$ cat src/rtl/pwm_seqdec_pkg.sv
package pwm_seqdec_pkg;
  localparam int unsigned NUM_CH = 4;
  localparam int unsigned HW_W   = 16;

  typedef enum logic [1:0] {
    LOAD_COMMON  = 2'd0,
    LOAD_GROUPED = 2'd1,
    LOAD_INDIV   = 2'd2,
    LOAD_WAVE    = 2'd3
  } load_mode_e;

  function automatic logic [2:0] words_per_step(load_mode_e m);
    case (m)
      LOAD_COMMON:  return 3'd1;
      LOAD_GROUPED: return 3'd2;
      default:      return 3'd4;
    endcase
  endfunction

  // half-word slot feeding a channel in a given mode
  function automatic logic [1:0] src_slot(load_mode_e m, int unsigned ch);
    case (m)
      LOAD_COMMON:  return 2'd0;
      LOAD_GROUPED: return 2'(ch / 2);
      default:      return 2'(ch);
    endcase
  endfunction
endpackage

$ cat src/rtl/pwm_seqdec_fetch.sv
module pwm_seqdec_fetch
  import pwm_seqdec_pkg::*;
#(
  parameter int unsigned AW = 16,
  parameter int unsigned LW = 15
) (
  input  logic                          clk_i,
  input  logic                          rst_ni,
  input  logic                          start_i,
  input  logic [AW-1:0]                 base_addr_i,
  input  logic [LW-1:0]                 seq_len_i,
  input  load_mode_e                    mode_i,
  input  logic                          step_i,
  output logic                          mem_req_o,
  output logic [AW-1:0]                 mem_addr_o,
  input  logic                          mem_valid_i,
  input  logic [HW_W-1:0]               mem_data_i,
  output logic [NUM_CH-1:0][HW_W-1:0]   stage_o,
  output load_mode_e                    mode_o,
  output logic                          ready_o,
  output logic                          end_o
);
  localparam int unsigned CW = LW + 1;

  logic                        busy_q, ready_q, end_q;
  logic [AW-1:0]               addr_q;
  logic [LW-1:0]               cnt_q, len_q;
  logic [1:0]                  slot_q;
  logic [2:0]                  need_q, need;
  load_mode_e                  mode_q;
  logic [NUM_CH-1:0][HW_W-1:0] stage_q;
  logic [CW-1:0]               cnt_after;
  logic                        overrun, last_word;

  assign need      = words_per_step(mode_i);
  assign cnt_after = {1'b0, cnt_q} + CW'(need);
  assign overrun   = cnt_after > {1'b0, len_q};
  assign last_word = ({1'b0, slot_q} + 3'd1) == need_q;

  always_ff @(posedge clk_i or negedge rst_ni) begin
    if (!rst_ni) begin
      busy_q  <= 1'b0;
      ready_q <= 1'b0;
      end_q   <= 1'b0;
      addr_q  <= '0;
      cnt_q   <= '0;
      len_q   <= '0;
      slot_q  <= '0;
      need_q  <= '0;
      mode_q  <= LOAD_COMMON;
      stage_q <= '0;
    end else begin
      ready_q <= 1'b0;
      end_q   <= 1'b0;
      if (start_i) begin
        busy_q <= 1'b0;
        addr_q <= base_addr_i;
        cnt_q  <= '0;
        len_q  <= seq_len_i;
      end else if (!busy_q) begin
        if (step_i) begin
          if (overrun) begin
            end_q <= 1'b1;
          end else begin
            busy_q <= 1'b1;
            mode_q <= mode_i;
            need_q <= need;
            slot_q <= '0;
          end
        end
      end else if (mem_valid_i) begin
        stage_q[slot_q] <= mem_data_i;
        addr_q <= addr_q + AW'(1);
        cnt_q  <= cnt_q + LW'(1);
        slot_q <= slot_q + 2'd1;
        if (last_word) begin
          busy_q  <= 1'b0;
          ready_q <= 1'b1;
        end
      end
    end
  end

  assign mem_req_o  = busy_q;
  assign mem_addr_o = addr_q;
  assign stage_o    = stage_q;
  assign mode_o     = mode_q;
  assign ready_o    = ready_q;
  assign end_o      = end_q;


  addr_hold_chk: assert property (@(posedge clk_i) disable iff (!rst_ni)
    (mem_req_o && !mem_valid_i && !start_i) |=> (mem_req_o && $stable(mem_addr_o)));

  cnt_bound_chk: assert property (@(posedge clk_i) disable iff (!rst_ni)
    cnt_q <= len_q);

  end_no_req_chk: assert property (@(posedge clk_i) disable iff (!rst_ni)
    end_o |-> !mem_req_o);
endmodule

$ cat src/rtl/pwm_seqdec_spread.sv
module pwm_seqdec_spread
  import pwm_seqdec_pkg::*;
#(
  parameter logic [14:0] TOP_RST = 15'd1000
) (
  input  logic                          clk_i,
  input  logic                          rst_ni,
  input  logic                          ready_i,
  input  load_mode_e                    mode_i,
  input  logic [NUM_CH-1:0][HW_W-1:0]   stage_i,
  output logic [NUM_CH-1:0][HW_W-1:0]   cmp_o,
  output logic [14:0]                   top_o,
  output logic [NUM_CH-1:0]             idle_o,
  output logic                          done_o,
  output logic [2:0]                    used_o
);
  localparam int unsigned LAST_CH = NUM_CH - 1;

  for (genvar ch = 0; ch < NUM_CH; ch++) begin : g_ch
    // in waveform mode the last channel has no compare source
    logic no_src;
    if (ch == LAST_CH) begin : g_last
      assign no_src = (mode_i == LOAD_WAVE);
    end else begin : g_other
      assign no_src = 1'b0;
    end

    always_ff @(posedge clk_i or negedge rst_ni) begin
      if (!rst_ni) begin
        cmp_o[ch]  <= '0;
        idle_o[ch] <= 1'b1;
      end else if (ready_i) begin
        idle_o[ch] <= no_src;
        if (!no_src) cmp_o[ch] <= stage_i[src_slot(mode_i, ch)];
      end
    end
  end

  always_ff @(posedge clk_i or negedge rst_ni) begin
    if (!rst_ni) begin
      top_o  <= TOP_RST;
      done_o <= 1'b0;
      used_o <= '0;
    end else begin
      done_o <= ready_i;
      if (ready_i) begin
        used_o <= words_per_step(mode_i);
        if (mode_i == LOAD_WAVE) top_o <= stage_i[LAST_CH][14:0];
      end
    end
  end


  wave_hold_chk: assert property (@(posedge clk_i) disable iff (!rst_ni)
    (ready_i && mode_i == LOAD_WAVE) |=> ($stable(cmp_o[LAST_CH]) && idle_o[LAST_CH]));

  common_same_chk: assert property (@(posedge clk_i) disable iff (!rst_ni)
    (ready_i && mode_i == LOAD_COMMON) |=> (cmp_o[0] == cmp_o[3] && cmp_o[1] == cmp_o[2]));
endmodule

$ cat src/rtl/pwm_seq_decoder.sv
module pwm_seq_decoder
  import pwm_seqdec_pkg::*;
#(
  parameter int unsigned AW      = 16,
  parameter int unsigned LW      = 15,
  parameter logic [14:0] TOP_RST = 15'd1000
) (
  input  logic                        clk_i,
  input  logic                        rst_ni,
  input  logic                        start_i,
  input  logic [AW-1:0]               base_addr_i,
  input  logic [LW-1:0]               seq_len_i,
  input  logic [1:0]                  load_mode_i,
  input  logic                        step_i,
  output logic                        mem_req_o,
  output logic [AW-1:0]               mem_addr_o,
  input  logic                        mem_valid_i,
  input  logic [15:0]                 mem_data_i,
  output logic [3:0][15:0]            cmp_o,
  output logic [14:0]                 top_o,
  output logic [3:0]                  chan_idle_o,
  output logic                        step_done_o,
  output logic [2:0]                  words_used_o,
  output logic                        seq_end_o
);
  logic [NUM_CH-1:0][HW_W-1:0] stage;
  load_mode_e                  mode_cap;
  logic                        ready;

  pwm_seqdec_fetch #(.AW(AW), .LW(LW)) u_fetch (
    .clk_i       (clk_i),
    .rst_ni      (rst_ni),
    .start_i     (start_i),
    .base_addr_i (base_addr_i),
    .seq_len_i   (seq_len_i),
    .mode_i      (load_mode_e'(load_mode_i)),
    .step_i      (step_i),
    .mem_req_o   (mem_req_o),
    .mem_addr_o  (mem_addr_o),
    .mem_valid_i (mem_valid_i),
    .mem_data_i  (mem_data_i),
    .stage_o     (stage),
    .mode_o      (mode_cap),
    .ready_o     (ready),
    .end_o       (seq_end_o)
  );

  pwm_seqdec_spread #(.TOP_RST(TOP_RST)) u_spread (
    .clk_i   (clk_i),
    .rst_ni  (rst_ni),
    .ready_i (ready),
    .mode_i  (mode_cap),
    .stage_i (stage),
    .cmp_o   (cmp_o),
    .top_o   (top_o),
    .idle_o  (chan_idle_o),
    .done_o  (step_done_o),
    .used_o  (words_used_o)
  );


  done_excl_chk: assert property (@(posedge clk_i) disable iff (!rst_ni)
    $onehot0({step_done_o, seq_end_o}));

  used_nz_chk: assert property (@(posedge clk_i) disable iff (!rst_ni)
    step_done_o |-> (words_used_o != 3'd0));

  no_done_busy_chk: assert property (@(posedge clk_i) disable iff (!rst_ni)
    step_done_o |-> !$past(mem_req_o, 2) || !$past(step_i) || $past(mem_req_o));
endmodule

$ cat config.mk
export PLATFORM = sky130hd
export DESIGN_NAME = pwm_seq_decoder
export DESIGN_NICKNAME = d
export VERILOG_FILES = /design/src/rtl/pwm_seqdec_pkg.sv /design/src/rtl/pwm_seqdec_fetch.sv /design/src/rtl/pwm_seqdec_spread.sv /design/src/rtl/pwm_seq_decoder.sv
export SDC_FILE = /design/constraint.sdc
export NUM_CORES = 1
export LEC_CHECK = 0
export BUFFER_PORTS_ARGS = -buffer_cell sky130_fd_sc_hd__buf_2
export CORE_UTILIZATION = 55
export DETAILED_ROUTE_END_ITERATION = 10
export PLACE_DENSITY = 0.78
export SLEW_MARGIN = 20
export SYNTH_ARGS = -nofsm -noshare
export SYNTH_HDL_FRONTEND = slang
export SYNTH_HIERARCHICAL = 1
export SYNTH_SLANG_ARGS = --single-unit
$ cat constraint.sdc
create_clock -name clk_i -period 9.5 [get_ports clk_i]
set_input_delay 0.475 -clock clk_i [delete_from_list [all_inputs] [get_ports clk_i]]
set_output_delay 0.475 -clock clk_i [all_outputs]
set_load 0.01 [all_outputs]
Yosys cells after proc, flatten, opt, wreduce, memory -nomap -nowiden:

Cells that the tools add are included.

* flip-flop bits (word level): 205
* input bits: 54
* output and inout bits: 105
* logic and storage cells: 102

* add/sub/neg operators: 5
* $lt $le $gt $ge: 7
* equal/unequal tests: 6
* muxes and demuxes: 45
* bitwise logic cells: 4
* reduce and logical (&&, ||, !) cells: 13

Operators with widths (number)
* $bmux W16 S2: 4
* $mux W16: 8
* $bwmux W64: 1
* $mux W15: 3
* $demux W16 S2: 1
* $mux W2: 9
* $add A15 B3 Y16: 1
* $add A16 B1 Y16 const B: 1
* $gt A16 B15 Y1: 1
* $add A15 B1 Y15 const B: 1
* $lt A2 B3 Y1 const B: 5
* $mux W1: 15
* $pmux W3 S2: 2
* $pmux W2 S2: 2
* $reduce_and A4 Y1: 2
* $reduce_and A2 Y1: 3
* $reduce_bool A2 Y1: 3
* $eq A2 B1 Y1 const B: 2
* $logic_not A2 Y1: 2
* $not A1 Y1: 4
* $add A2 B1 Y3 const B: 1
* $eq A3 B3 Y1: 1
* $reduce_and A3 Y1: 1
* $add A2 B1 Y2 const B: 1
* 6 further kinds: 6

Logic depth before layout (Yosys ltp):

* depth in word-level cells: 8
* gate-level depth with buffers: 16
* gate-level depth less buffers: 16

By module:

The synthesis kept the hierarchy.

Modules (own cells, without submodules)
* pwm_seqdec_fetch: instances 1, cells an instance 498, area an instance 5703.0 um^2, sequential area each 3002.9 um^2
* pwm_seqdec_spread: instances 1, cells an instance 329, area an instance 3717.3 um^2, sequential area each 2137.0 um^2

Least setup slack after synthesis:

Ideal clock, no wire load.

* kind: input port to flip-flop
* from: in load_mode_i[0]
* to: reg u_fetch.mode_q[0], in the netlist u_fetch/mode_o[0]
* setup time: 0.125 ns
* data arrival time: 3.577 ns
* data required time: 9.375 ns
* slack: 5.798 ns
* stages on the path: 16
* path buffers: 0
* path through: nor2_1 > ha_1 > inv_1 > fa_1 > nor2b_1 > nor2_1 > nor3_1 > nand3_1 > xnor2_1 > ha_1 > nand3_1 > nor2_1 > or4_1 > o31a_1 > nor2_4 > mux2_2

* cells in the longest elaborated chain, start to end: 6
* elaborated cells on any way between the ends: 7
* classes of those cells: 1 x add/sub; 1 x order compare; 1 x eq/ne; 1 x mux; 1 x bitwise; 2 x reduce/logical

RTL lines
* from (decl): line pwm_seq_decoder.sv:13 `input logic [1:0] load_mode_i,`
* $eq A2 B1 Y1 / $logic_not A2 Y1 (equally long branches): line pwm_seqdec_pkg.sv:13 `case (m)`
* $pmux W3 S2: line pwm_seqdec_pkg.sv:13
* $add A15 B3 Y16: line pwm_seqdec_fetch.sv:36 `assign cnt_after = {1'b0, cnt_q} + CW'(need);`
* $gt A16 B15 Y1: line pwm_seqdec_fetch.sv:37 `assign overrun = cnt_after > {1'b0, len_q};`
* $not A1 Y1 (no line)
* $reduce_and A4 Y1 (no line)
* to (signal assigned): line pwm_seqdec_fetch.sv:66 `mode_q <= mode_i;`
* to (decl): line pwm_seqdec_fetch.sv:30 `load_mode_e mode_q;`

Several ways; a longest one is shown, not always the timed one.
A chain may end at the register's enable or synchronous reset.

Worst setup path after layout:

* from: reg u_fetch.cnt_q[0]
* to: reg u_fetch.mode_q[1], in the netlist u_fetch/mode_o[1]

* cells in the longest elaborated chain, start to end: 4

RTL lines
* from (decl): line pwm_seqdec_fetch.sv:27 `logic [LW-1:0] cnt_q, len_q;`
* from (signal assigned): line pwm_seqdec_fetch.sv:74 `cnt_q <= cnt_q + LW'(1);`
* $add A15 B3 Y16: line pwm_seqdec_fetch.sv:36
* $gt A16 B15 Y1: line pwm_seqdec_fetch.sv:37
* $not A1 Y1 (no line)
* $reduce_and A4 Y1 (no line)

Every way passes these cells.

==> impl_metrics.csv <==
group,metric,value,unit
status,status,"finished clean",
routing,via_count,6509,
routing,routed_wl,20400,um
finish,layout_commonest_cell,"dfrtp_1",
power,p_leak,5.44,nW
global_route,grt_util_all_layers,24.0,%
yosys,synth_nets,906,
global_route,antenna_found_initial,1,
yosys,yosys_warnings,6,
place,portBuffers,158,
setup_path,start_kind,"flip-flop",
setup_path,worstPathRequired,9.88,ns
sta,skew,0.00954,ns
routing,wl_per_cell,16.9,um
die,initial_core_util,56.6,%
routing,dr.max_layer_used,"met4",
setup_path,arrival,4.22,ns
yosys,synth_cell_type_count,53,
routing,ant_nets,0,
cts,clock-sinks,205,
yosys,syn_inst,827,
sta,rsz0062_at_grt,"no",
cts,cts-root-buf,"clkbuf_16",
finish,drive_above_1_share,32.1,%
routing,wl_met1,9210,um
place,gp_congestion,0.791,
yosys,synth_flop_cell,"dfrtp_1",
cts,ctsHtreeMaxLevel,1,
sta,fin_crit,3.84,ns
cts,cts_resized,0,
cts,worstSkewPairLatency,0.50,ns
die,rows,47,
die,die_h,133,um
yosys,synth-edff-count,0,
die,die_area,17700,um2
die,die_w,133,um
die,coreArea,16600,um2
finish,area_growth,17.5,%
global_route,grt_pass1_vias,6496,
power,vdd_ir_drop_max,0.154,mV
cts,post_cts_buffers,0,
cts,clockBufferDepth,3,
setup_path,endpoint_kind,"flip-flop",
sta,drv_slew,0,
routing,drc_errors,0,
routing,wl_met3,750,um
finish,final_core_util,66.5,%
cts,numCtsBuffers,22,
finish,fin_nets,1048,
routing,firstDrtPassIters,5,
sta,finalHoldViolCount,0,
place,hpwl,13200,um
yosys,synth_area_per_cell,11.4,um2
global_route,grt_pass1_wl,33900,um
finish,layout_common_cells,"195 x dfrtp_1, 157 x buf_2, 93 x mux2_2",
routing,vias_per_cell,5.40,
yosys,ys_ff_latch,205,
sta,setup-tns-final,0,ns
job,cap_viol_max_count,0,
yosys,synth_async_sr_flop_share,100,%
power,power_density,261,nW/um2
sta,fin_crit_sh,40.4,%
sta,fmax,260,MHz
cts,cts-hold-fix-buffers,0,
worst_hold_path,hp-class,"in -> async",
yosys,synth_area,9420,um2
setup_path,worstSetupPathType,"reg -> reg",
yosys,synth_seq_area_share,54.6,%
routing,drtIter0Drc,365,
die,pin_count,159,
setup_path,cp_max_fo,5,
power,p_total,2.89,mW
global_route,grt_overflow_total,0,
sta,tightest_slew,1.03,ns
routing,route.met2.wl,9960,um
sta,slew_headroom,31.1,%
global_route,grt_max_degree,121,
cts,cts_tree,"done",
cts,clk_pin_slew_worst_paths,0.06,ns
sta,setup_violations,0,
[cells by family (layout without fill, tap and decap cells)]
| group | after synthesis | in the layout | synth area share, % |
|---|---|---|---|
| and+or+nand+nor | 242 | 242 | 12.0 |
| DFF | 205 | 205 | 54.6 |
| muxes | 137 | 137 | 15.9 |
| AOI/OAI and AO/OA | 107 | 107 | 6.51 |
| buffers and inverters | 70 | 228 | 3.79 |
| xor gates and xnor gates | 41 | 41 | 3.81 |
| adders and majority gates | 25 | 25 | 3.40 |
| other | 0 | 1 | 0 |
[state kept, by name (all words and copies together), names as in the netlist, 2 cells and up]
| register | count |
|---|---|
| u_fetch/slot_q | 2 |
| u_fetch/need_q | 3 |
| u_fetch/len_q | 15 |
| u_spread/used_o | 3 |
| u_spread/idle_o | 2 |
| u_fetch/stage_o | 64 |
| u_spread/top_o | 15 |
| u_fetch/cnt_q | 15 |
| u_fetch/mode_o | 2 |
| u_fetch/mem_addr_o | 16 |
| u_spread/cmp_o | 64 |
[worst max-delay path, stage by stage (launching register included)]
cell     delay, ns
dfrtp_1       0.41
ha_1          0.18
inv_1         0.05
fa_1          0.39
nor2b_1       0.17
nor2_1        0.08
nor3_1        0.29
nand2_1       0.11
xnor2_1       0.18
ha_1          0.26
nand3_1       0.15
nor2_1        0.06
or4_1         0.47
o31a_1        0.34
nor2_4        0.21
mux2_2        0.36
[cells in the mapped netlist, types with 2 or more instances]
library cell	n	share of area, %
o21ai_0	34	1.8
nand2_1	91	3.6
mux2_1	10	1.2
nand2b_1	2	0.13
dfrtp_1	197	52
a31oi_1	33	2.2
nor2_2	2	0.13
buf_6	5	0.60
nand3_1	10	0.53
and4_2	2	0.21
clkbuf_1	20	0.80
dfstp_2	8	2.2
inv_1	24	0.96
nor2b_1	6	0.40
or2_1	16	1.1
xnor2_1	19	1.8
ha_1	24	3.2
buf_4	6	0.48
nand4_1	8	0.53
mux2i_1	34	3.6
a21o_1	2	0.16
mux2_2	93	11
nor3_1	9	0.48
or3_1	4	0.27
xor2_1	22	2.0
o21ai_1	2	0.11
nor2_1	77	3.1
a21oi_1	26	1.4
and4_1	3	0.28
nor4_1	2	0.13
buf_2	14	0.74
[final timing paths]
check	cells after the start	slack, ns	startpoint	end
max	15	5.66	u_fetch/cnt_q[0]	u_fetch/mode_o[1]
min	1	0.12	rst_ni	u_fetch/mem_addr_o[15]
max reg2reg	15	5.66	u_fetch/cnt_q[0]	u_fetch/mode_o[1]
min reg2reg	2	0.48	u_spread/idle_o[3]	u_spread/idle_o[3]
max in group asynchronous	2	8.07	rst_ni	u_fetch/stage_o[2]
min in group clk_i	3	0.18	base_addr_i[5]	u_fetch/mem_addr_o[5]
[per-stage QoR]
stage               cells  setup WS (ns)  hold WS (ns)  area, um2
CTS                  1205           5.67         0.168      11100
finish               1206           5.66         0.119      11100
global route         1206           5.32         0.180      11100
global placement     1165           5.48         0.472      10300
detailed placement   1165           5.35         0.476      10300
floorplan             827           5.80         0.179       9420
[per-layer routing]
layer  GRT usage, %  up-vias
li1               -     3130
met1           32.5     3211
met2           40.3      128
met3           3.52       40
met4           7.09        0
met5              0        -
[power by group]
group	internal, mW	switching [mW]
sequential	1.13	0.184
clock	0.562	0.343
combinational	0.331	0.343
total	2.02	0.870
[final cells by class]
type                            instances  area [um2]
Timing Repair Buffer                  164         848
Tap cell                              220         275
Clock buffer                           30         652
Multi-Input combinational cell        552        3920
Sequential cell                       205        5140
Antenna cell                            1        2.50
Fill cell                            1306        5580
Clock inverter                         10         133
Inverter                               24        90.1
(Power assumes the default switching activity.)
